--- src/rtl/trace_pkg.sv ---
package trace_pkg;

    typedef enum logic [2:0] {
        ST_IDLE,
        ST_FWAIT,
        ST_SAVE,
        ST_PUSH,
        ST_VREQ,
        ST_VWAIT,
        ST_FIN
    } trc_state_t;

    typedef enum logic [1:0] {
        TM_OFF  = 2'b00,
        TM_FLOW = 2'b01,
        TM_ALL  = 2'b10,
        TM_RSVD = 2'b11
    } trc_mode_t;

    localparam int SR_T1_BIT = 15;
    localparam int SR_T0_BIT = 14;
    localparam int SR_S_BIT  = 13;

endpackage

--- src/rtl/trace_decide.sv ---
module trace_decide
    import trace_pkg::*;
(
    input  logic       clk,
    input  logic       rst_n,
    input  logic       accept,
    input  logic [1:0] mode_bits,
    input  logic       cof,
    input  logic       illegal,
    input  logic       abort,
    output logic       hit,
    output logic       rsv_flag
);

    trc_mode_t mode;
    logic      mode_hit;

    assign mode = trc_mode_t'(mode_bits);

    always_comb begin
        unique case (mode)
            TM_OFF:  mode_hit = 1'b0;
            TM_FLOW: mode_hit = cof;
            TM_ALL:  mode_hit = 1'b1;
            TM_RSVD: mode_hit = 1'b0;
        endcase
    end

    // not executed or not yet complete: no trace now
    assign hit = mode_hit && !illegal && !abort;

    always_ff @(posedge clk or negedge rst_n) begin
        if (!rst_n) begin
            rsv_flag <= 1'b0;
        end else if (accept && mode == TM_RSVD) begin
            rsv_flag <= 1'b1;
        end
    end

    // reserved mode flag is sticky
    p_rsv_sticky_r2: assert property (@(posedge clk) disable iff (!rst_n)
        rsv_flag |=> rsv_flag);

    // reserved mode retire raises the flag next cycle
    p_rsv_set_r2: assert property (@(posedge clk) disable iff (!rst_n)
        (accept && mode_bits == 2'b11) |=> rsv_flag);

endmodule

--- src/rtl/trace_fsm.sv ---
module trace_fsm
    import trace_pkg::*;
(
    input  logic clk,
    input  logic rst_n,
    input  logic accept,
    input  logic hit,
    input  logic forced,
    input  logic irq_pend,
    input  logic fexc_done,
    input  logic push_done,
    input  logic vec_ack,
    output logic busy,
    output logic fexc_req,
    output logic save,
    output logic vec_req,
    output logic irq_grant
);

    trc_state_t state, state_nx;
    logic       trace_pend;

    always_ff @(posedge clk or negedge rst_n) begin
        if (!rst_n) begin
            state      <= ST_IDLE;
            trace_pend <= 1'b0;
        end else begin
            state <= state_nx;
            if (accept) begin
                trace_pend <= hit;
            end
        end
    end

    always_comb begin
        state_nx = state;
        unique case (state)
            ST_IDLE: begin
                if (accept) begin
                    if (forced)        state_nx = ST_FWAIT;
                    else if (hit)      state_nx = ST_SAVE;
                    else if (irq_pend) state_nx = ST_FIN;
                end
            end
            ST_FWAIT: begin
                if (fexc_done) state_nx = trace_pend ? ST_SAVE : ST_FIN;
            end
            ST_SAVE:  state_nx = ST_PUSH;
            ST_PUSH: begin
                if (push_done) state_nx = ST_VREQ;
            end
            ST_VREQ:  state_nx = ST_VWAIT;
            ST_VWAIT: begin
                if (vec_ack) state_nx = ST_FIN;
            end
            ST_FIN:   state_nx = ST_IDLE;
            default:  state_nx = ST_IDLE;
        endcase
    end

    always_comb begin
        busy      = 1'b1;
        fexc_req  = 1'b0;
        save      = 1'b0;
        vec_req   = 1'b0;
        irq_grant = 1'b0;
        unique case (state)
            ST_IDLE:  busy      = 1'b0;
            ST_FWAIT: fexc_req  = 1'b1;
            ST_SAVE:  save      = 1'b1;
            ST_PUSH:  ;
            ST_VREQ:  vec_req   = 1'b1;
            ST_VWAIT: ;
            ST_FIN:   irq_grant = irq_pend;
            default:  busy      = 1'b1;
        endcase
    end

    // an idle controller leaves idle only for an accepted retire
    p_idle_exit_r11: assert property (@(posedge clk) disable iff (!rst_n)
        (!busy && !accept) |=> !busy);

    // forced request persists until served
    p_fexc_hold_r5: assert property (@(posedge clk) disable iff (!rst_n)
        (fexc_req && !fexc_done) |=> fexc_req);

endmodule

--- src/rtl/trace_frame.sv ---
module trace_frame #(
    parameter int AW      = 32,
    parameter int DW      = 16,
    parameter int VEC_NUM = 9
) (
    input  logic          clk,
    input  logic          rst_n,
    input  logic          start,
    input  logic [DW-1:0] sr_cap,
    input  logic [AW-1:0] ssp_cap,
    input  logic [AW-1:0] pc_cap,
    input  logic          stk_ready,
    output logic          stk_valid,
    output logic [AW-1:0] stk_addr,
    output logic [DW-1:0] stk_data,
    output logic          done
);

    localparam int            PCW  = AW / DW;
    localparam int            NW   = PCW + 2;
    localparam int            IW   = $clog2(NW);
    localparam logic [IW-1:0] LAST = IW'(NW - 1);
    localparam logic [AW-1:0] STEP = AW'(DW / 8);
    localparam logic [DW-1:0] VOFS = DW'(VEC_NUM * 4);

    logic          active;
    logic [IW-1:0] idx;
    logic [AW-1:0] sp;
    logic [DW-1:0] sr_q;
    logic [AW-1:0] pc_q;
    logic [DW-1:0] words [NW];

    for (genvar g = 0; g < PCW; g++) begin : g_pcw
        assign words[g] = pc_q[g*DW +: DW];
    end
    assign words[PCW]     = VOFS;
    assign words[PCW + 1] = sr_q;

    always_ff @(posedge clk or negedge rst_n) begin
        if (!rst_n) begin
            active <= 1'b0;
            idx    <= '0;
            sp     <= '0;
            sr_q   <= '0;
            pc_q   <= '0;
        end else if (start) begin
            active <= 1'b1;
            idx    <= '0;
            sp     <= ssp_cap;
            sr_q   <= sr_cap;
            pc_q   <= pc_cap;
        end else if (active && stk_ready) begin
            sp  <= sp - STEP;
            idx <= idx + 1'b1;
            if (idx == LAST) begin
                active <= 1'b0;
            end
        end
    end

    assign stk_valid = active;
    assign stk_addr  = sp - STEP;
    assign stk_data  = words[idx];
    assign done      = active && stk_ready && (idx == LAST);

    // a stalled word stays put
    p_stk_hold_r8: assert property (@(posedge clk) disable iff (!rst_n)
        (stk_valid && !stk_ready) |=> (stk_valid && $stable(stk_addr) && $stable(stk_data)));

    // each accepted word moves the address down one word
    p_addr_step_r8: assert property (@(posedge clk) disable iff (!rst_n)
        (stk_valid && stk_ready && !done) |=> (stk_valid && stk_addr == $past(stk_addr) - STEP));

endmodule

--- src/rtl/trace_exc_ctrl.sv ---
module trace_exc_ctrl
    import trace_pkg::*;
#(
    parameter int AW      = 32,
    parameter int DW      = 16,
    parameter int IRQW    = 3,
    parameter int VEC_NUM = 9
) (
    input  logic            clk,
    input  logic            rst_n,
    input  logic            retire_valid,
    output logic            retire_ready,
    input  logic            retire_cof,
    input  logic            retire_illegal,
    input  logic            retire_abort,
    input  logic            retire_forced,
    input  logic [AW-1:0]   retire_next_pc,
    input  logic [IRQW-1:0] irq_level,
    input  logic [DW-1:0]   sr_in,
    output logic            sr_wr,
    output logic [DW-1:0]   sr_wdata,
    input  logic [AW-1:0]   ssp_in,
    output logic            stk_valid,
    input  logic            stk_ready,
    output logic [AW-1:0]   stk_addr,
    output logic [DW-1:0]   stk_data,
    output logic            fexc_req,
    input  logic            fexc_done,
    output logic            vec_req,
    output logic [AW-1:0]   vec_addr,
    input  logic            vec_ack,
    output logic            irq_grant,
    output logic            busy,
    output logic            rsv_mode
);

    localparam logic [AW-1:0] VADDR = AW'(VEC_NUM * 4);

    logic          accept;
    logic          hit;
    logic          save;
    logic          push_done;
    logic          irq_pend;
    logic [AW-1:0] pc_hold;

    assign accept       = retire_valid && !busy;
    assign retire_ready = !busy;
    assign irq_pend     = |irq_level;

    always_ff @(posedge clk or negedge rst_n) begin
        if (!rst_n) begin
            pc_hold <= '0;
        end else if (accept) begin
            pc_hold <= retire_next_pc;
        end
    end

    trace_decide u_decide (
        .clk       (clk),
        .rst_n     (rst_n),
        .accept    (accept),
        .mode_bits ({sr_in[SR_T1_BIT], sr_in[SR_T0_BIT]}),
        .cof       (retire_cof),
        .illegal   (retire_illegal),
        .abort     (retire_abort),
        .hit       (hit),
        .rsv_flag  (rsv_mode)
    );

    trace_fsm u_fsm (
        .clk       (clk),
        .rst_n     (rst_n),
        .accept    (accept),
        .hit       (hit),
        .forced    (retire_forced),
        .irq_pend  (irq_pend),
        .fexc_done (fexc_done),
        .push_done (push_done),
        .vec_ack   (vec_ack),
        .busy      (busy),
        .fexc_req  (fexc_req),
        .save      (save),
        .vec_req   (vec_req),
        .irq_grant (irq_grant)
    );

    trace_frame #(
        .AW      (AW),
        .DW      (DW),
        .VEC_NUM (VEC_NUM)
    ) u_frame (
        .clk       (clk),
        .rst_n     (rst_n),
        .start     (save),
        .sr_cap    (sr_in),
        .ssp_cap   (ssp_in),
        .pc_cap    (pc_hold),
        .stk_ready (stk_ready),
        .stk_valid (stk_valid),
        .stk_addr  (stk_addr),
        .stk_data  (stk_data),
        .done      (push_done)
    );

    always_comb begin
        sr_wdata            = sr_in;
        sr_wdata[SR_T1_BIT] = 1'b0;
        sr_wdata[SR_T0_BIT] = 1'b0;
        sr_wdata[SR_S_BIT]  = 1'b1;
    end

    assign sr_wr    = save;
    assign vec_addr = vec_req ? VADDR : '0;

    // illegal instruction never enters the trace sequence
    p_illegal_no_trace_r3: assert property (@(posedge clk) disable iff (!rst_n)
        (accept && retire_illegal && !retire_forced) |=> !sr_wr);

    // aborted instruction does not trace now
    p_abort_no_trace_r4: assert property (@(posedge clk) disable iff (!rst_n)
        (accept && retire_abort && !retire_forced) |=> !sr_wr);

    // forced service never overlaps the trace entry
    p_fexc_first_r5: assert property (@(posedge clk) disable iff (!rst_n)
        fexc_req |-> (!sr_wr && !stk_valid && !vec_req));

    // interrupt grant never overlaps a trace sequence
    p_irq_quiet_r6: assert property (@(posedge clk) disable iff (!rst_n)
        irq_grant |-> (!stk_valid && !vec_req && !fexc_req && !sr_wr));

    // status write is a single pulse followed by the frame
    p_sr_pulse_r7: assert property (@(posedge clk) disable iff (!rst_n)
        sr_wr |=> (!sr_wr && stk_valid));

    // vector request lasts one cycle and follows the frame
    p_vec_pulse_r10: assert property (@(posedge clk) disable iff (!rst_n)
        vec_req |=> !vec_req);

    p_vec_after_frame_r10: assert property (@(posedge clk) disable iff (!rst_n)
        push_done |=> vec_req);

endmodule

--- config.mk ---
export PLATFORM = sky130hd
export DESIGN_NAME = trace_exc_ctrl
export DESIGN_NICKNAME = d
export VERILOG_FILES = /design/src/rtl/trace_pkg.sv /design/src/rtl/trace_decide.sv /design/src/rtl/trace_fsm.sv /design/src/rtl/trace_frame.sv /design/src/rtl/trace_exc_ctrl.sv
export SDC_FILE = /design/constraint.sdc
export NUM_CORES = 1
export LEC_CHECK = 0
export CAP_MARGIN = 20
export CORE_MARGIN = 10
export CORE_UTILIZATION = 52
export DETAILED_ROUTE_END_ITERATION = 6
export GPL_TIMING_DRIVEN = 0
export PLACE_DENSITY = 0.85
export RECOVER_POWER = 100
export SLEW_MARGIN = 20
export SYNTH_ARGS = -nofsm -noshare
export SYNTH_HDL_FRONTEND = slang
export SYNTH_SLANG_ARGS = --single-unit
--- constraint.sdc ---
create_clock -name clk -period 5.6 [get_ports clk]
set_input_delay 1.12 -clock clk [delete_from_list [all_inputs] [get_ports clk]]
set_output_delay 1.12 -clock clk [all_outputs]
set_load 0.05 [all_outputs]
# After elaboration in Yosys (flattened, before gate mapping)
# Cells that the tools add are included.
[word_totals]
ff_bits = 120
inputBits = 93
[op_classes]
addsub = 2
n_lt_le_gt_ge = 1
eq_ne = 15
muxes = 26
n_bitwise = 1
reduce_logical = 16
[op_table]
columns = ["op", "n"]
rows = [
  ["$mux 32", 2],
  ["$bmux 16 s2", 1],
  ["$mux 16", 2],
  ["$sub 32x2->32 const B", 1],
  ["$mux 3", 8],
  ["$pmux 3 s6", 1],
  ["$eq 3x3->1 const B", 3],
  ["$mux 1", 8],
  ["$eq 2x2->1 const B", 3],
  ["$eq 3x2->1 const B", 2],
  ["$logic_and 1x1->1", 6],
  ["$mux 6", 1],
  ["$ne 2x2->1 const B", 3],
  ["$reduce_and 5->1", 1],
  ["$mux 2", 2],
  ["$ne 4x1->1 const B", 1],
  ["$reduce_bool 2->1", 2],
  ["$eq 3x1->1 const B", 1],
  ["$ge 3x3->1 const B", 1],
  ["$logic_not 3->1", 1],
  ["$not 2->3", 1],
  ["$pmux 1 s3", 1],
  ["$reduce_or 3->1", 1],
  ["$add 2x1->2 const B", 1],
  ["6 further kinds", 7],
]

# Logic depth before layout (Yosys ltp)
# Gate-level depths: netlist of the first run.
[logic_depth]
ltp_word = 9
ltp_mapped = 8
depth_no_buf = 7

# By module
# Synthesis of the first run repeated with hierarchy kept, for this count alone.
[hier_totals]
hier_cells = 594
area_unflattened_um2 = 6655.1
[by_module_without_submodules]
columns = ["mod", "n_inst", "cells_each", "area_each_um2", "seq_area_each_um2"]
rows = [
  ["trace_frame", 1, 434, 4581.9, 2077.0],
  ["trace_exc_ctrl", 1, 121, 1699.1, 800.8],
  ["trace_fsm", 1, 34, 314.1, 100.1],
  ["trace_decide", 1, 5, 60.1, 25.0],
]

# Least setup slack after synthesis of the first run
# Ideal clock, no wire load.
[synth_timing]
path_kind = "register to output"
from = "register u_frame.sp[1]"
to = "output port stk_addr[27]"
arrival_time_ns = 2.867
slack_ns = 1.613
stages_incl_launch_ff = 9
n_path_buf = 1
path_cell_list = "dfrtp_1 inv_1 ha_1 nor4b_2 nand3_4 buf_6 nor2_1 nand3_1 xnor2_1"
[synth_via]
elab_chain_cells = 1
[synth_rtl]
columns = ["item", "line_no", "text"]
rows = [
  ["from (decl)", "trace_frame.sv:28", "logic [AW-1:0] sp;"],
  ["from (signal assigned)", "trace_frame.sv:49", "sp <= ssp_cap;"],
  ["from (signal assigned)", "trace_frame.sv:53", "sp <= sp - STEP;"],
  ["$sub 32x2->32", "trace_frame.sv:62", "assign stk_addr = sp - STEP;"],
  ["to (decl)", "trace_exc_ctrl.sv:25", "output logic [AW-1:0] stk_addr,"],
]
# No other way between the ends.

# Worst setup path after layout of the first run
[layout_timing]
from = "register u_fsm.state[1]"
to = "output port sr_wr"
[layout_via]
elab_chain_cells = 2
[layout_rtl]
columns = ["item", "line_no", "text"]
rows = [
  ["from (decl)", "trace_fsm.sv:20", "trc_state_t state, state_nx;"],
  ["from (signal assigned)", "trace_fsm.sv:28", "state <= state_nx;"],
  ["$eq 3x2->1", "trace_fsm.sv:67", "unique case (state)"],
  ["$mux 1", "trace_fsm.sv:67", ""],
  ["to (decl)", "trace_exc_ctrl.sv:20", "output logic sr_wr,"],
]
# No other way between the ends.

==> results of run 1 <==
-- cell families (layout without fill, tap and decap cells) --
logic type	Yosys count	count (layout)	synth area share, %
compound gates	63	63	6.46
xor+xnor	59	59	7.87
fa+ha+maj	2	2	0.381
buf+inv	94	287	8.83
flops	120	120	45.8
mux	98	98	16.8
other cells	2	33	0.114
simple gates	156	156	13.8
-- metrics by stage --
| step | cell area (um2) | worst slack, ps | util (%) | total power [W] | hold WS (ps) |
|---|---|---|---|---|---|
| after floorplan | 6680 | 1610 | - | 0.00399 | 445 |
| after global placement | 8520 | -1010 | 70.1 | 0.00491 | 454 |
| after detailed placement | 8550 | 1470 | 70.3 | 0.00501 | 481 |
| after CTS | 9160 | 1010 | 75.3 | 0.00618 | 491 |
| after global routing | 9110 | 393 | 74.9 | 0.00634 | 497 |
| final | 9110 | 740 | 74.9 | 0.00601 | 486 |
-- cells in the final DEF, fill, tap and decap left out, drive strengths merged, types with 6 or more instances in the layout --
cell type / Yosys / routed
buf: 72 / 63
o21ai: 32 / 32
dfrtp: 120 / 120
nand4: 6 / 6
nand2: 49 / 49
nand3: 7 / 7
clkdlybuf4s50: 0 / 90
nor4: 18 / 18
xnor2: 39 / 39
nor3: 28 / 28
mux2: 95 / 95
inv: 9 / 9
a22o: 14 / 14
xor2: 20 / 20
a21oi: 7 / 7
nor2: 23 / 23
clkbuf: 13 / 44
conb: 2 / 33
dlygate4sd3: 0 / 72
-- synth_stat cells (7+ instances only) --
cell / n
dfrtp_1: 120
mux2_2: 95
buf_4: 52
nand2_1: 48
xnor2_1: 39
nor2_1: 23
nor3_1: 22
xor2_1: 20
buf_2: 18
o21ai_0: 18
a22o_1: 14
clkbuf_1: 12
nor4_1: 10
o21ai_1: 10
inv_1: 9
a21oi_1: 7
-- sequential cells by signal, summed over array words and instances, names as in the netlist --
| name | cells |
|---|---|
| pc_hold | 32 |
| u_decide.rsv_flag | 1 |
| u_frame.idx | 2 |
| u_frame.pc_q | 32 |
| u_frame.sp | 32 |
| u_frame.sr_q | 16 |
| u_frame.stk_valid | 1 |
| u_fsm.state | 3 |
| u_fsm.trace_pend | 1 |
-- worst max-delay path by stage --
| stage | from | slack [ps] | end | depth (start not counted) |
|---|---|---|---|---|
| floorplan | u_frame.sp[1]$_DFFE_PN0P_ | 1610 | stk_addr[27] | 8 |
| finish | u_fsm.state[1]$_DFFE_PN0P_ | 740 | sr_wr | 6 |
| detailed placement | u_frame.sp[1]$_DFFE_PN0P_ | 1470 | stk_addr[27] | 9 |
| global placement | rst_n | -1010 | pc_hold[22]$_DFFE_PN0P_ | 1 |
| CTS | u_frame.sp[1]$_DFFE_PN0P_ | 1010 | stk_addr[27] | 9 |
| global route | u_fsm.state[1]$_DFFE_PN0P_ | 390 | sr_wr | 6 |
-- where the power goes --
| part | internal, W | switching, W | total [W] | leakage, nW |
|---|---|---|---|---|
| registers | 0.00131 | 0.000322 | 0.00163 | 1.45 |
| logic | 0.00125 | 0.00199 | 0.00324 | 2.10 |
| clock network | 0.000757 | 0.000375 | 0.00113 | 0.294 |
| total | 0.00332 | 0.00269 | 0.00601 | 3.84 |
-- final cells by class --
cell class	instances	share of cell area, %
plain buffers	85	5.85
clock buffers	20	5.01
clock inverters	9	1.65
inverters	9	0.371
multi-input cells	411	33.7
flip-flops and latches	120	33.0
well taps	168	2.31
repair buffers	164	18.1
-- worst max-delay path, delay by kind of cell (launching register included) --
kind | cells | cell delay, ps
buffers and inverters | 5 | 2160
DFF | 1 | 320
and+or+nand+nor | 1 | 830
-- routing by layer --
| layer | global-route usage, % | up-vias | wire [um] |
|---|---|---|---|
| met5 | 0 | - | 0 |
| met4 | 6.54 | 0 | 249 |
| met3 | 7.81 | 27 | 1530 |
| met2 | 34.9 | 229 | 8830 |
| met1 | 25.1 | 2528 | 7800 |
| li1 | - | 2420 | - |
==> results.md, run 1 <==
* RSZ-0062 raised after global routing: no
* Async SR Flop Fraction at 100%
* Leak at 3.84 nW
* Clk Tree Root Cell: clkbuf_16
* Failing checks: capacitance limit, slew limit
* Non-filler cells, final at 986
* Clk sinks at 120
* CP endpoint kind: primary output
* Tmin final at 4860 ps
* Routed length per instance at 18.7 um
* CP Max Fanout at 10
* Hold crit path type: register to register
* Final nets at 903
* Flop2flop setup slack at 2870 ps
* Final Cycle Share at 86.8%
* Reg2reg end: u_frame.sp[30]$_DFFE_PN0P_
* First-pass GRT wire length at 30300 um
* Worst-margin pin slew at 3450 ps
* CP required at 4480 ps
* Final Max Tran Viols at 61
* VDD IR max at 0.405 mV
* FF+latch count, synth at 120
* CTS tree: done
* Antenna Nets Post-Route at 0
* Worst-path clk slew at 60 ps
* Initial DRT Pass Iterations at 6
* Synthesized area at 6560 um2
* Hold buffer count at cts at 0
* Yosys warns at 0
* Largest area contributor in the netlist: dfrtp_1
* Pin count of the biggest net entering global routing at 62
* Via density at 5.28
* CP Class: register to primary output
* Worst r2r src: u_fsm.state[1]$_DFFE_PN0P_
* CORE AREA at 12200 um2
* Starting Density at 54.0%
* Row count at 40
* H-tree depth at 4
* Die Span X at 132 um
* Crit-path max cell delay at 900 ps
* Slowest cell on the critical path: clkdlybuf4s50_1
* Fin. Hold Viols at 0
* Worst Path Arrival at 3740 ps
* Total gr overflow at 0
* Setup Buffers After CTS at 0
* FMAX at 0.206 GHz
* Total Wirelength at 18400 um
* Worst hold path endpoint: u_decide.rsv_flag$_DFFE_PN0P_
* Top-area cell type share of the netlist area at 45.8%
* Detailed Route Iter0 Violations at 397
* Die area at 17500 um2
* Crit path top cell by count: clkbuf_1
* Final setup violation count at 0
* CTS Buffer Depth at 2
* Hold path depth at 1
* Post-Synthesis Cells at 594
* PD cells at 660 nW/um2
* Area of the multi-input gates at 3070 um2
* Setup TNS at 0 ps
* Status: finished, violations left
* Ant diodes at 0
* Relative slew margins at -130%
* Reg area at 3000 um2
* Post-CTS Resized at 0
* Hpwl dp at 14000 um
* Skew final at 9.83 ps
* RePlAce Congestion at 0.915
* Synth unique cells at 55
* Max_cap viols at 1
* Most used DFF post-synth: dfrtp_1
* Share of layout cells above drive strength 1 at 25.1%
* Buffers on Ports at 163
* CTS Buf Count at 17
* Post-route DRC at 0
* Mean Syn Cell Area at 11.0 um2
* Placed Cells at 957
* I/O Pins at 197
* Clock latency on the worst-skew pair at 420 ps
* Vias in the first global route at 5695
* CP Launch Type: register
* Fillcell total at 852
* GRT Total Usage at 21.2%
* Cell count of the worst reg-to-reg path at 7
* Initial antenna violation count at 0
* HP Start: u_decide.rsv_flag$_DFFE_PN0P_
* Synth-to-layout area growth at 38.8%
* Worst path cell trace: buf_2 > inv_1 > nor3_1 > clkbuf_1 > clkbuf_1 > clkdlybuf4s50_1
* Register area share after synthesis at 45.8%
* Height of the die at 132 um
* Largest cells by area after synthesis: dfrtp_1, mux2_2, buf_4, xnor2_1, nand2_1
* Number of enable flip-flop cells after synthesis at 0
* DR vias at 5204
(Power assumes the default switching activity.)
==> run 2, diff against run 1 <==
- CAP_MARGIN: 20 -> 10
==> results of run 2 <==
Final layout, timing and power as in run 1 (identical DEF).
==> run 3, diff against run 2 <==
- SLEW_MARGIN: 20 -> 30
==> run 3 against run 2 <==
The run still ends with capacitance limit, slew limit left. Setup slack lost 53 ps. Critical path depth is the same. Core utilization is essentially flat. Global-route usage is essentially flat. Critical endpoint unchanged.
==> results.md, run 3 (same netlist as run 1, synthesis figures left out) <==
* Ant diodes at 0 (unchanged)
* Height of the die at 132 um (unchanged)
* Die Span X at 132 um (unchanged)
* Worst-path clk slew at 50 ps (about the same)
* Leak at 3.83 nW (-0.14%)
* Total Wirelength at 18300 um (-0.42%)
* Final Max Tran Viols at 61 (unchanged)
* CORE AREA at 12200 um2 (unchanged)
* CP required at 4480 ps (about the same)
* Top Registers: pc_hold: 32 flops, u_frame.pc_q: 32 flops, u_frame.sp: 32 flops
* Final setup violation count at 0 (unchanged)
* First-pass GRT wire length at 30400 um (+0.20%)
* Worst path cell trace: buf_2 > inv_1 > nor3_1 > clkbuf_1 > clkbuf_1 > dlygate4sd3_1
* Pin count of the biggest net entering global routing at 62 (unchanged)
* Skew final at 8.00 ps (-1.83 ps)
* Tmin final at 4910 ps (+52.8 ps)
* Buffers on Ports at 163 (unchanged)
* CP endpoint kind: primary output
* Via density at 5.21 (-1.2%)
* Starting Density at 54.0% (unchanged)
* H-tree depth at 4 (unchanged)
* Final Cycle Share at 87.7% (+0.94 points)
* Detailed Route Iter0 Violations at 291 (-27%)
* Final nets at 903 (unchanged)
* CP Max Fanout at 10 (unchanged)
* Vias in the first global route at 5688 (-0.12%)
* DR vias at 5140 (-1.2%)
* CTS Buf Count at 17 (unchanged)
* Max_cap viols at 1 (unchanged)
* Initial DRT Pass Iterations at 4 (-2)
* RePlAce Congestion at 0.915 (unchanged)
* Failing checks: capacitance limit, slew limit
* CP top delay family: buffers and inverters
* Area of the multi-input gates at 3070 um2 (unchanged)
* Status: finished, violations left
* CTS Buffer Depth at 2 (unchanged)
* Clk sinks at 120 (unchanged)
* Relative slew margins at -129% (+1.2 points)
* Worst-margin pin slew at 3430 ps (-18.4 ps)
* Crit path top cell by count: clkbuf_1
* Buf/Inv on CP at 5 (unchanged)
* Stages on the worst setup path at 6 (unchanged)
* Hold crit path type: register to register
* Die area at 17500 um2 (unchanged)
* CP Class: register to primary output
* Hold path depth at 1 (unchanged)
* Row count at 40 (unchanged)
* Routed length per instance at 18.6 um (-0.42%)
* Post-route DRC at 0 (unchanged)
* Clock latency on the worst-skew pair at 420 ps (about the same)
* Fin. Hold Viols at 0 (unchanged)
* RSZ-0062 raised after global routing: no
* Share of layout cells above drive strength 1 at 24.8% (-0.24 points)
* Hpwl dp at 14000 um (about the same)
* Clk Tree Root Cell: clkbuf_16
* Cell count of the worst reg-to-reg path at 7 (unchanged)
* VDD IR max at 0.403 mV (-0.51%)
* Commonest non-fill, non-tap cell in the layout: dfrtp_1
* Hold buffer count at cts at 0 (unchanged)
* Most frequent cells in the layout: dfrtp_1, mux2_2, clkdlybuf4s50_1
* Synth-to-layout area growth at 38.8% (about the same)
* FMAX at 0.204 GHz (-1.1%)
* I/O Pins at 197 (unchanged)
* Post-CTS Resized at 0 (unchanged)
* Antenna Nets Post-Route at 0 (unchanged)
* Worst Path Arrival at 3790 ps (+50 ps)
* PD cells at 658 nW/um2 (-0.20%)
* CP Launch Type: register
* GRT Total Usage at 21.2% (about the same)
* Final Util at 74.9% (about the same)
* CTS tree: done
* Setup Buffers After CTS at 0 (unchanged)
* Fillcell total at 844 (-0.94%)
* Crit-path max cell delay at 950 ps (+50 ps)
* Total gr overflow at 0 (unchanged)
* Slowest cell on the critical path: dlygate4sd3_1
* Initial antenna violation count at 0 (unchanged)
* Reg area at 3000 um2 (unchanged)
* Setup TNS at 0 ps (unchanged)
[run 3: cell types whose count changed in the layout (fill, tap and decap cells not counted), sizes merged]
cell / before / now
buf: 63 / 61
clkbuf: 44 / 46
dlygate4sd3: 72 / 73
clkdlybuf4s50: 90 / 89
[run 3: cell type report]
type	instances	area share, %
Clock buffer	20	5.01
Inverter	9	0.371
Timing Repair Buffer	164	18.1
Buffer	85	5.82
Sequential cell	120	33.0
Tap cell	168	2.31
Multi-Input combinational cell	411	33.7
Clock inverter	9	1.65
[run 3: per-layer routing]
layer / wire length [um] / track usage (%) / vias up
met5: 0 / 0 / -
met4: 206 / 5.62 / 0
met3: 1500 / 7.74 / 20
met2: 8820 / 35.2 / 204
met1: 7810 / 25.3 / 2487
li1: - / - / 2429
[run 3: power by group]
| group | leakage (nW) | switching [W] | total (W) | internal (W) |
|---|---|---|---|---|
| combinational | 2.09 | 0.00199 | 0.00324 | 0.00125 |
| clock | 0.294 | 0.000374 | 0.00113 | 0.000757 |
| sequential | 1.45 | 0.000318 | 0.00163 | 0.00131 |
| total | 3.83 | 0.00268 | 0.00600 | 0.00332 |
[run 3: stage by stage]
stage | instance area [um2] | cells | total power (W) | hold WS (ps) | setup WS (ps)
global placement | 8520 | 956 | 0.00491 | 454 | -1010
global route | 9110 | 986 | 0.00633 | 497 | 397
finish | 9110 | 986 | 0.00600 | 484 | 687
CTS | 9160 | 986 | 0.00617 | 490 | 976
detailed placement | 8550 | 957 | 0.00501 | 481 | 1480
floorplan | 6680 | 625 | 0.00399 | 445 | 1610
[run 3: worst reg2reg max path: stages, from the launching register on]
cell and delay [ps]:
dfrtp_1 320, buf_2 200, inv_1 100, nor3_1 820, clkbuf_1 540, clkbuf_1 440
nand2_1 130, o21ai_0 100
[run 3: path summary, 6_finish.rpt]
| path | start | end | slack [ps] |
|---|---|---|---|
| hold / removal | u_decide.rsv_flag$_DFFE_PN0P_ | u_decide.rsv_flag$_DFFE_PN0P_ | 480 |
| hold reg to reg | u_decide.rsv_flag$_DFFE_PN0P_ | u_decide.rsv_flag$_DFFE_PN0P_ | 480 |
| min in group asynchronous | rst_n | u_frame.sp[7]$_DFFE_PN0P_ | 1850 |
| setup reg to reg | u_fsm.state[1]$_DFFE_PN0P_ | u_frame.sp[12]$_DFFE_PN0P_ | 2860 |
| max in group asynchronous | rst_n | u_frame.sr_q[11]$_DFFE_PN0P_ | 1800 |
| setup / recovery | u_fsm.state[1]$_DFFE_PN0P_ | sr_wr | 690 |
